[config.mk]
export PLATFORM = sky130hd
export DESIGN_NAME = pixel_offset_cal
export DESIGN_NICKNAME = d
export VERILOG_FILES = /design/src/rtl/pxcal_pkg.sv /design/src/rtl/pxcal_ctrl.sv /design/src/rtl/pxcal_dp.sv /design/src/rtl/pixel_offset_cal.sv
export SDC_FILE = /design/constraint.sdc
export NUM_CORES = 1
export LEC_CHECK = 0
export ABC_AREA = 1
export CAP_MARGIN = 40
export CORE_UTILIZATION = 50
export CTS_BUF_LIST = sky130_fd_sc_hd__clkbuf_4 sky130_fd_sc_hd__clkbuf_8 sky130_fd_sc_hd__clkbuf_16
export DETAILED_ROUTE_END_ITERATION = 8
export PLACE_DENSITY_LB_ADDON = 0.2
export SYNTH_ARGS = -nofsm -noshare
export SYNTH_HDL_FRONTEND = slang
export SYNTH_HIERARCHICAL = 1
export SYNTH_SLANG_ARGS = --single-unit
export TNS_END_PERCENT = 20
[constraint.sdc]
create_clock -name clk -period 1.76 [get_ports clk]
set_input_delay 0.176 -clock clk [delete_from_list [all_inputs] [get_ports clk]]
set_output_delay 0.176 -clock clk [all_outputs]
set_load 0.01 [all_outputs]
[src/rtl/pxcal_pkg.sv]
package pxcal_pkg;

  typedef enum logic [1:0] {
    ST_IDLE   = 2'd0,
    ST_SETTLE = 2'd1,
    ST_WAIT   = 2'd2,
    ST_DONE   = 2'd3
  } calState_t;

  // strobes from control to datapath
  typedef struct packed {
    logic startSweep;
    logic advance;
    logic capture;
    logic giveUp;
    logic sweepActive;
  } calStrobe_t;

endpackage

[src/rtl/pxcal_ctrl.sv]
module pxcal_ctrl
  import pxcal_pkg::*;
#(
  parameter int SETTLE_CYC = 3
) (
  input  logic       clk,
  input  logic       rstN,
  input  logic       calMode,
  input  logic       calStep,
  input  logic       cmpFired,
  input  logic       stepAtTop,
  output calStrobe_t strb
);

  localparam int CNT_W = (SETTLE_CYC > 1) ? $clog2(SETTLE_CYC) : 1;
  localparam logic [CNT_W-1:0] SETTLE_LOAD = CNT_W'(SETTLE_CYC - 1);

  calState_t state, stateNext;
  logic [CNT_W-1:0] settleCnt;
  logic settleOver;

  assign settleOver = (settleCnt == '0);

  always_comb begin
    stateNext        = state;
    strb             = '0;
    strb.sweepActive = (state != ST_IDLE);
    unique case (state)
      ST_IDLE: begin
        if (calMode) begin
          strb.startSweep = 1'b1;
          stateNext       = ST_SETTLE;
        end
      end
      ST_SETTLE: begin
        if (!calMode) begin
          stateNext = ST_IDLE;
        end else if (settleOver) begin
          if (cmpFired) begin
            strb.capture = 1'b1;
            stateNext    = ST_DONE;
          end else if (stepAtTop) begin
            strb.giveUp = 1'b1;
            stateNext   = ST_DONE;
          end else begin
            stateNext = ST_WAIT;
          end
        end
      end
      ST_WAIT: begin
        if (!calMode) begin
          stateNext = ST_IDLE;
        end else if (calStep) begin
          strb.advance = 1'b1;
          stateNext    = ST_SETTLE;
        end
      end
      ST_DONE: begin
        if (!calMode) stateNext = ST_IDLE;
      end
      default: stateNext = ST_IDLE;
    endcase
  end

  always_ff @(posedge clk or negedge rstN) begin
    if (!rstN) begin
      state <= ST_IDLE;
    end else begin
      state <= stateNext;
    end
  end

  always_ff @(posedge clk or negedge rstN) begin
    if (!rstN) begin
      settleCnt <= '0;
    end else if (strb.startSweep || strb.advance) begin
      settleCnt <= SETTLE_LOAD;
    end else if (state == ST_SETTLE && !settleOver) begin
      settleCnt <= settleCnt - 1'b1;
    end
  end

endmodule

[src/rtl/pxcal_dp.sv]
module pxcal_dp
  import pxcal_pkg::*;
#(
  parameter int STEP_W      = 3,
  parameter int SYNC_STAGES = 2
) (
  input  logic              clk,
  input  logic              rstN,
  input  logic              cmpRaw,
  input  calStrobe_t        strb,
  output logic              cmpFired,
  output logic              stepAtTop,
  output logic [STEP_W-1:0] tapSel,
  output logic [STEP_W-1:0] calCode,
  output logic              calDone,
  output logic              notFound
);

  localparam logic [STEP_W-1:0] TOP_CODE = '1;

  logic [SYNC_STAGES-1:0] syncQ;
  logic [STEP_W-1:0]      stepCnt;

  // comparator synchroniser, one flop per stage
  genvar g;
  generate
    for (g = 0; g < SYNC_STAGES; g++) begin : gSync
      if (g == 0) begin : gFirst
        always_ff @(posedge clk or negedge rstN) begin
          if (!rstN) syncQ[0] <= 1'b0;
          else       syncQ[0] <= cmpRaw;
        end
      end else begin : gRest
        always_ff @(posedge clk or negedge rstN) begin
          if (!rstN) syncQ[g] <= 1'b0;
          else       syncQ[g] <= syncQ[g-1];
        end
      end
    end
  endgenerate

  assign cmpFired  = syncQ[SYNC_STAGES-1];
  assign stepAtTop = (stepCnt == TOP_CODE);

  // step counter, saturating at the top tap
  always_ff @(posedge clk or negedge rstN) begin
    if (!rstN) begin
      stepCnt <= '0;
    end else if (strb.startSweep) begin
      stepCnt <= '0;
    end else if (strb.advance && !stepAtTop) begin
      stepCnt <= stepCnt + 1'b1;
    end
  end

  // per-pixel offset register
  always_ff @(posedge clk or negedge rstN) begin
    if (!rstN) begin
      calCode <= '0;
    end else if (strb.capture) begin
      calCode <= stepCnt;
    end else if (strb.giveUp) begin
      calCode <= TOP_CODE;
    end
  end

  always_ff @(posedge clk or negedge rstN) begin
    if (!rstN) begin
      calDone  <= 1'b0;
      notFound <= 1'b0;
    end else if (strb.startSweep) begin
      calDone  <= 1'b0;
      notFound <= 1'b0;
    end else begin
      if (strb.capture) calDone  <= 1'b1;
      if (strb.giveUp)  notFound <= 1'b1;
    end
  end

  assign tapSel = strb.sweepActive ? stepCnt : calCode;

endmodule

[src/rtl/pixel_offset_cal.sv]
module pixel_offset_cal
  import pxcal_pkg::*;
#(
  parameter int STEP_W      = 3,
  parameter int SYNC_STAGES = 2
) (
  input  logic              clk,
  input  logic              rstN,
  input  logic              calMode,
  input  logic              calStep,
  input  logic              cmpRaw,
  output logic [STEP_W-1:0] tapSel,
  output logic [STEP_W-1:0] calCode,
  output logic              calDone,
  output logic              notFound
);

  localparam int SETTLE_CYC = SYNC_STAGES + 1;

  calStrobe_t strb;
  logic cmpFired;
  logic stepAtTop;

  pxcal_ctrl #(.SETTLE_CYC(SETTLE_CYC)) u_ctrl (
    .clk       (clk),
    .rstN      (rstN),
    .calMode   (calMode),
    .calStep   (calStep),
    .cmpFired  (cmpFired),
    .stepAtTop (stepAtTop),
    .strb      (strb)
  );

  pxcal_dp #(.STEP_W(STEP_W), .SYNC_STAGES(SYNC_STAGES)) u_dp (
    .clk       (clk),
    .rstN      (rstN),
    .cmpRaw    (cmpRaw),
    .strb      (strb),
    .cmpFired  (cmpFired),
    .stepAtTop (stepAtTop),
    .tapSel    (tapSel),
    .calCode   (calCode),
    .calDone   (calDone),
    .notFound  (notFound)
  );

endmodule

=== After elaboration in Yosys (flattened, before gate mapping) ===
Index checks and enable logic that the tools add are counted.

* Memories kept: 0
* Output and inout bits: 8
* Memory bits (read-only): 0
* Logic and storage cells: 63
* Latch bits: 0
* Bits in registers: 14
* Bits of input ports: 5
* Bits in writable memories: 0

* Bitwise gates (word level): 0
* Shifts and indexed selects: 0
* Divide/modulo/power cells: 0
* Multipliers: 0
* Multiplexer cells: 31
* Magnitude comparators: 0
* Reductions and logical operators: 14
* Equal/unequal tests: 8
* $add $sub $neg: 2

{| class="wikitable"
|+ Operators with widths
! kind !! count
|-
| 2-to-1 mux 2 bit || 11
|-
| 2-to-1 mux 3 bit || 5
|-
| 2-to-1 mux 1 bit || 14
|-
| nonzero test 2 bit || 6
|-
| case mux 2 bit (4 select lines) || 1
|-
| == test 2 bit (second input constant) || 2
|-
| zero test 2 bit || 2
|-
| != test 2 bit (second input constant) || 2
|-
| AND reduction 4 bit || 1
|-
| adder 3 x 1 -> 3 bit (second input constant) || 1
|-
| == test 3 bit (second input constant) || 1
|-
| != test 3 x 2 -> 1 bit (second input constant) || 1
|-
| != test 3 bit (second input constant) || 1
|-
| == test 2 x 1 -> 1 bit (second input constant) || 1
|-
| logical AND 1 bit || 2
|-
| zero test 1 bit || 2
|-
| subtractor 2 x 1 -> 2 bit (second input constant) || 1
|-
| logical OR 1 bit || 1
|}

=== Logic depth before layout (Yosys ltp) ===
* Depth in word-level cells: 8
* Gate-level depth with buffers: 8
* Mapped depth without buffers: 7

=== Hierarchy ===
The synthesis kept the hierarchy.

{| class="wikitable"
|+ Modules (own cells, without submodules)
! module !! instances !! area an instance (um^2) !! seq. area each (um^2) !! cells each
|-
| pxcal_dp || 1 || 427.9 || 250.2 || 48
|-
| pxcal_ctrl || 1 || 405.4 || 100.1 || 47
|}

=== Worst setup path after synthesis ===
OpenSTA, ideal clock, no wires.

* Path kind: register -> register
* Start: register u_dp.stepCnt[0]
* End: register u_dp.calCode[0]
* Clock period less this slack: 1.297 ns
* Path buffers: 0
* Path slack: 0.463 ns
* Library setup time: 0.128 ns
* Arrival time: 1.169 ns
* Stages on the path, launching flop included: 7
* Data required time: 1.632 ns
* Cells stage by stage: dfrtp_1 -> ha_1 -> ha_1 -> nand3_1 -> nor3_1 -> nor2_1 -> a21oi_1

{| class="wikitable"
|+ RTL lines
! what !! RTL line !! RTL
|-
| start, declared || pxcal_dp.sv:22 || <nowiki>logic [STEP_W-1:0] stepCnt;</nowiki>
|-
| start signal, assigned || pxcal_dp.sv:52 || <nowiki>stepCnt <= stepCnt + 1'b1;</nowiki>
|-
| end signal, assigned || pxcal_dp.sv:61 || <nowiki>calCode <= stepCnt;</nowiki>
|-
| end, declared || pxcal_dp.sv:14 || <nowiki>output logic [STEP_W-1:0] calCode,</nowiki>
|}

==> out/results.txt <==
Outcome: complete, no violations
Net Sw Frac: 39.3%
HPWL after DPL: 1140 µm
Via count: 659
Crit Path Class: register to output pin
Share of cells above drive strength 1: 22.5%
Final worst setup slack: 0.266 ns
GPL Wtd Cong: 0.804
RSZ-0062 raised after global routing: no
Pwr dens: 1470 nW/µm²
Global-route wire length before repair: 2660 µm
Leak Pwr: 0.000499 µW
Ys flop type: dfrtp_1
Hold Violations, Final: 0
Internal power: 893 µW
Post-layout net count: 120
Cell count along the critical path: 4
Crit path capture type: output pin
Clk_skew: 0.00575 ns
Seq cells post-synth: 14
Launch point of the worst reg-to-reg path: u_dp/stepCnt[0]
CTS tree: yes
Gate Count Post-Synth: 95
# H-tree levels: 1
Tmin final: 1.49 ns
Worst reg-to-reg path cell count: 6
Worst-path maximum fanout: 7
Top Usage Layer GRT: met2
Ys Warns: 6
WP data required: 1.58 ns
Die W: 42.8 µm
Sw power: 577 µW
GRT overflow: 0
Worst Max-Slew Pin Slew: 0.623 ns
Post-synth ARST share: 100%
Logic pwr share: 51.4%
Worst vdd ir: 0.000832 V
Starting DRT DRC Count: 14
Antenna Nets Post-Route: 0
Fillers: 136
Synth unique cells: 26
Synth top area share: 42.0%
Total power draw: 1470 µW
Synth area leader: dfrtp_1
Dpl ws: 0.0895 ns
TritonCTS Buffers: 3
Drc violations: 0
Slew HR: 58.4%
Largest family of logic cells by synthesized area: simple AND/OR/NAND/NOR gates
Sequential area share after synthesis: 42.0%
Pin count of the biggest net entering global routing: 15
Initial antenna violation count: 0
Adder-cell share of the synthesized area: 4.50%
Compound-Gate Fraction of Synth Area: 10.7%
Die Footprint: 1830 µm²
P&R area growth vs syn: 20.1%
GRT Util Overall: 19.3%
Initial core utilization: 54.7%
Clk pwr share: 15.2%
Mux share of post-synthesis cell area: 0%
Crit path cell chain: inv_8, nand2_4, o21ai_0, dlygate4sd2_1
Final Util: 65.7%
Sequential share of power: 33.4%
Worst Path Buf+Inv: 2
Total wire length: 1430 µm
Post-synthesis instance area: 833 µm²
Setup crit start: u_ctrl/state[1]
Top post-synthesis cells by area: dfrtp_1 42%, nand2_1 6.3%, inv_1 5.0%, nor2_1 5.0%, ha_1 4.5%
GR Layer Usage met1: 25.1%
Worst setup path endpoint: tapSel[0]
# clock sinks: 14
Max stage delay on crit path: 0.45 ns
XOR/XNOR share of the synthesized area: 1.95%
I/O Buffers: 12
Final worst-path cycle share: 84.9%
Setup bufs post-CTS: 0
# setup viols final: 0
HP Class: input pin to asynchronous set/reset pin
Clk Latency, worst-skew pair: 0.27 ns
Post-Synth Simple-Gate Area: 28.7%
R2R Path End: u_dp/calCode[0]
CP Launch Type: register
I/O Pins: 13
Cell row count: 14
Drt first pass iters: 4
Mean Syn Cell Area: 8.77 µm²
Vias per cell: 5.19
Setup slack, reg-to-reg: 0.31 ns
Max-cap violation count: 0
Arr. time, crit path: 1.32 ns
Total core area: 1520 µm²
Max-slew violations: 0
Die H: 42.8 µm
Met3 GRT Util: 7.23%
Final TNS setup: 0 ns
Routed wire per std cell: 11.2 µm
Delay-heaviest family, CP: flip-flops
Root buffer cell: clkbuf_4
Vias in the first global route: 646
GRT met2 Usage: 29.1%
Clk buf depth: 2
Ant diodes: 0
Post-synth EDFFs: 0
Worst path slowest cell: dfrtp_2
Fmax: 669 MHz
CTS clk-pin slew, worst paths: 0.08 ns
Syn_nets: 103
[Yosys cell counts (2+ instances only)]
cell type	number
nand3_1	7
nand4_1	2
inv_2	2
a21oi_2	2
inv_8	2
dfrtp_1	14
nand2_1	14
nor2_2	3
ha_1	3
inv_1	11
o21ai_1	2
a21oi_1	4
nor2_1	11
o21ai_0	3
nor3_1	2
buf_6	2
nand2_2	2
[through the flow]
step | instances | hold WS [ns] | area (µm²)
after floorplan | 95 | -0.120 | 833
after global placement | 123 | 0.336 | 966
after detailed placement | 123 | 0.340 | 966
after CTS | 127 | 0.309 | 1000
after global routing | 127 | 0.323 | 1000
final | 127 | 0.282 | 1000
[placed cells by master, fill, tap and decap left out, types with 3 or more instances in the layout]
master and instances:
buf_4 3, dlygate4sd2_1 3, o21ai_0 3, a21oi_1 4
dfrtp_1 12, nand2_1 14, ha_1 3, nor2_1 11
clkdlybuf4s50_1 9, nor2_2 3, nand3_1 7, clkbuf_4 3
inv_1 11
[cells by family (layout without fill, tap and decap cells)]
kind of cell	after synthesis	after routing
and+or+nand+nor	45	45
buffers and inverters	18	34
AOI/OAI and AO/OA	14	14
DFF	14	14
adders and majority gates	3	3
xor gates and xnor gates	1	1
[state kept, by name, summed over array words and instances (netlist names)]
signal,count
u_dp/notFound,1
u_dp/calCode,3
u_ctrl/settleCnt,2
u_dp/cmpFired,1
u_dp/stepCnt,3
u_dp/syncQ,1
u_dp/calDone,1
u_ctrl/state,2
[layer usage]
layer,share of wire (%),vias to the layer above
met5,0,-
met4,0.70,0
met3,5.9,2
met2,47,20
met1,46,303
li1,-,334
[layout make-up]
class	instances	area, µm²	share of cell area (%)
timing repair buffer	15	139	13.9
multi-input combinational	63	382	38.1
sequential	14	353	35.2
inverter	15	71.3	7.12
clock buffer	4	36.3	3.62
tap	16	20.0	2.00
[power by group through the flow]
stage	Sequential (µW)	Clock [µW]	Combinational, µW
4_1_cts	494	231	766
2_1_floorplan	489	0	549
5_1_grt	507	248	842
3_3_place_gp	491	0	771
6_report	491	224	755
3_5_place_dp	497	0	789
[worst min path at each step]
stage	depth (start not counted)	endpoint
floorplan	0	u_ctrl/settleCnt[0]
global placement	0	u_dp/cmpFired
detailed placement	0	u_dp/cmpFired
CTS	1	u_dp/calCode[2]
global route	1	u_dp/syncQ[0]
finish	1	u_dp/calCode[0]
[timing repair]
action | in CTS | in global routing
hold buffers | 0 | 0
gates resized for setup | 5 | 0
endpoints found under the setup margin | 3 | 0
(Power assumes the default switching activity.)
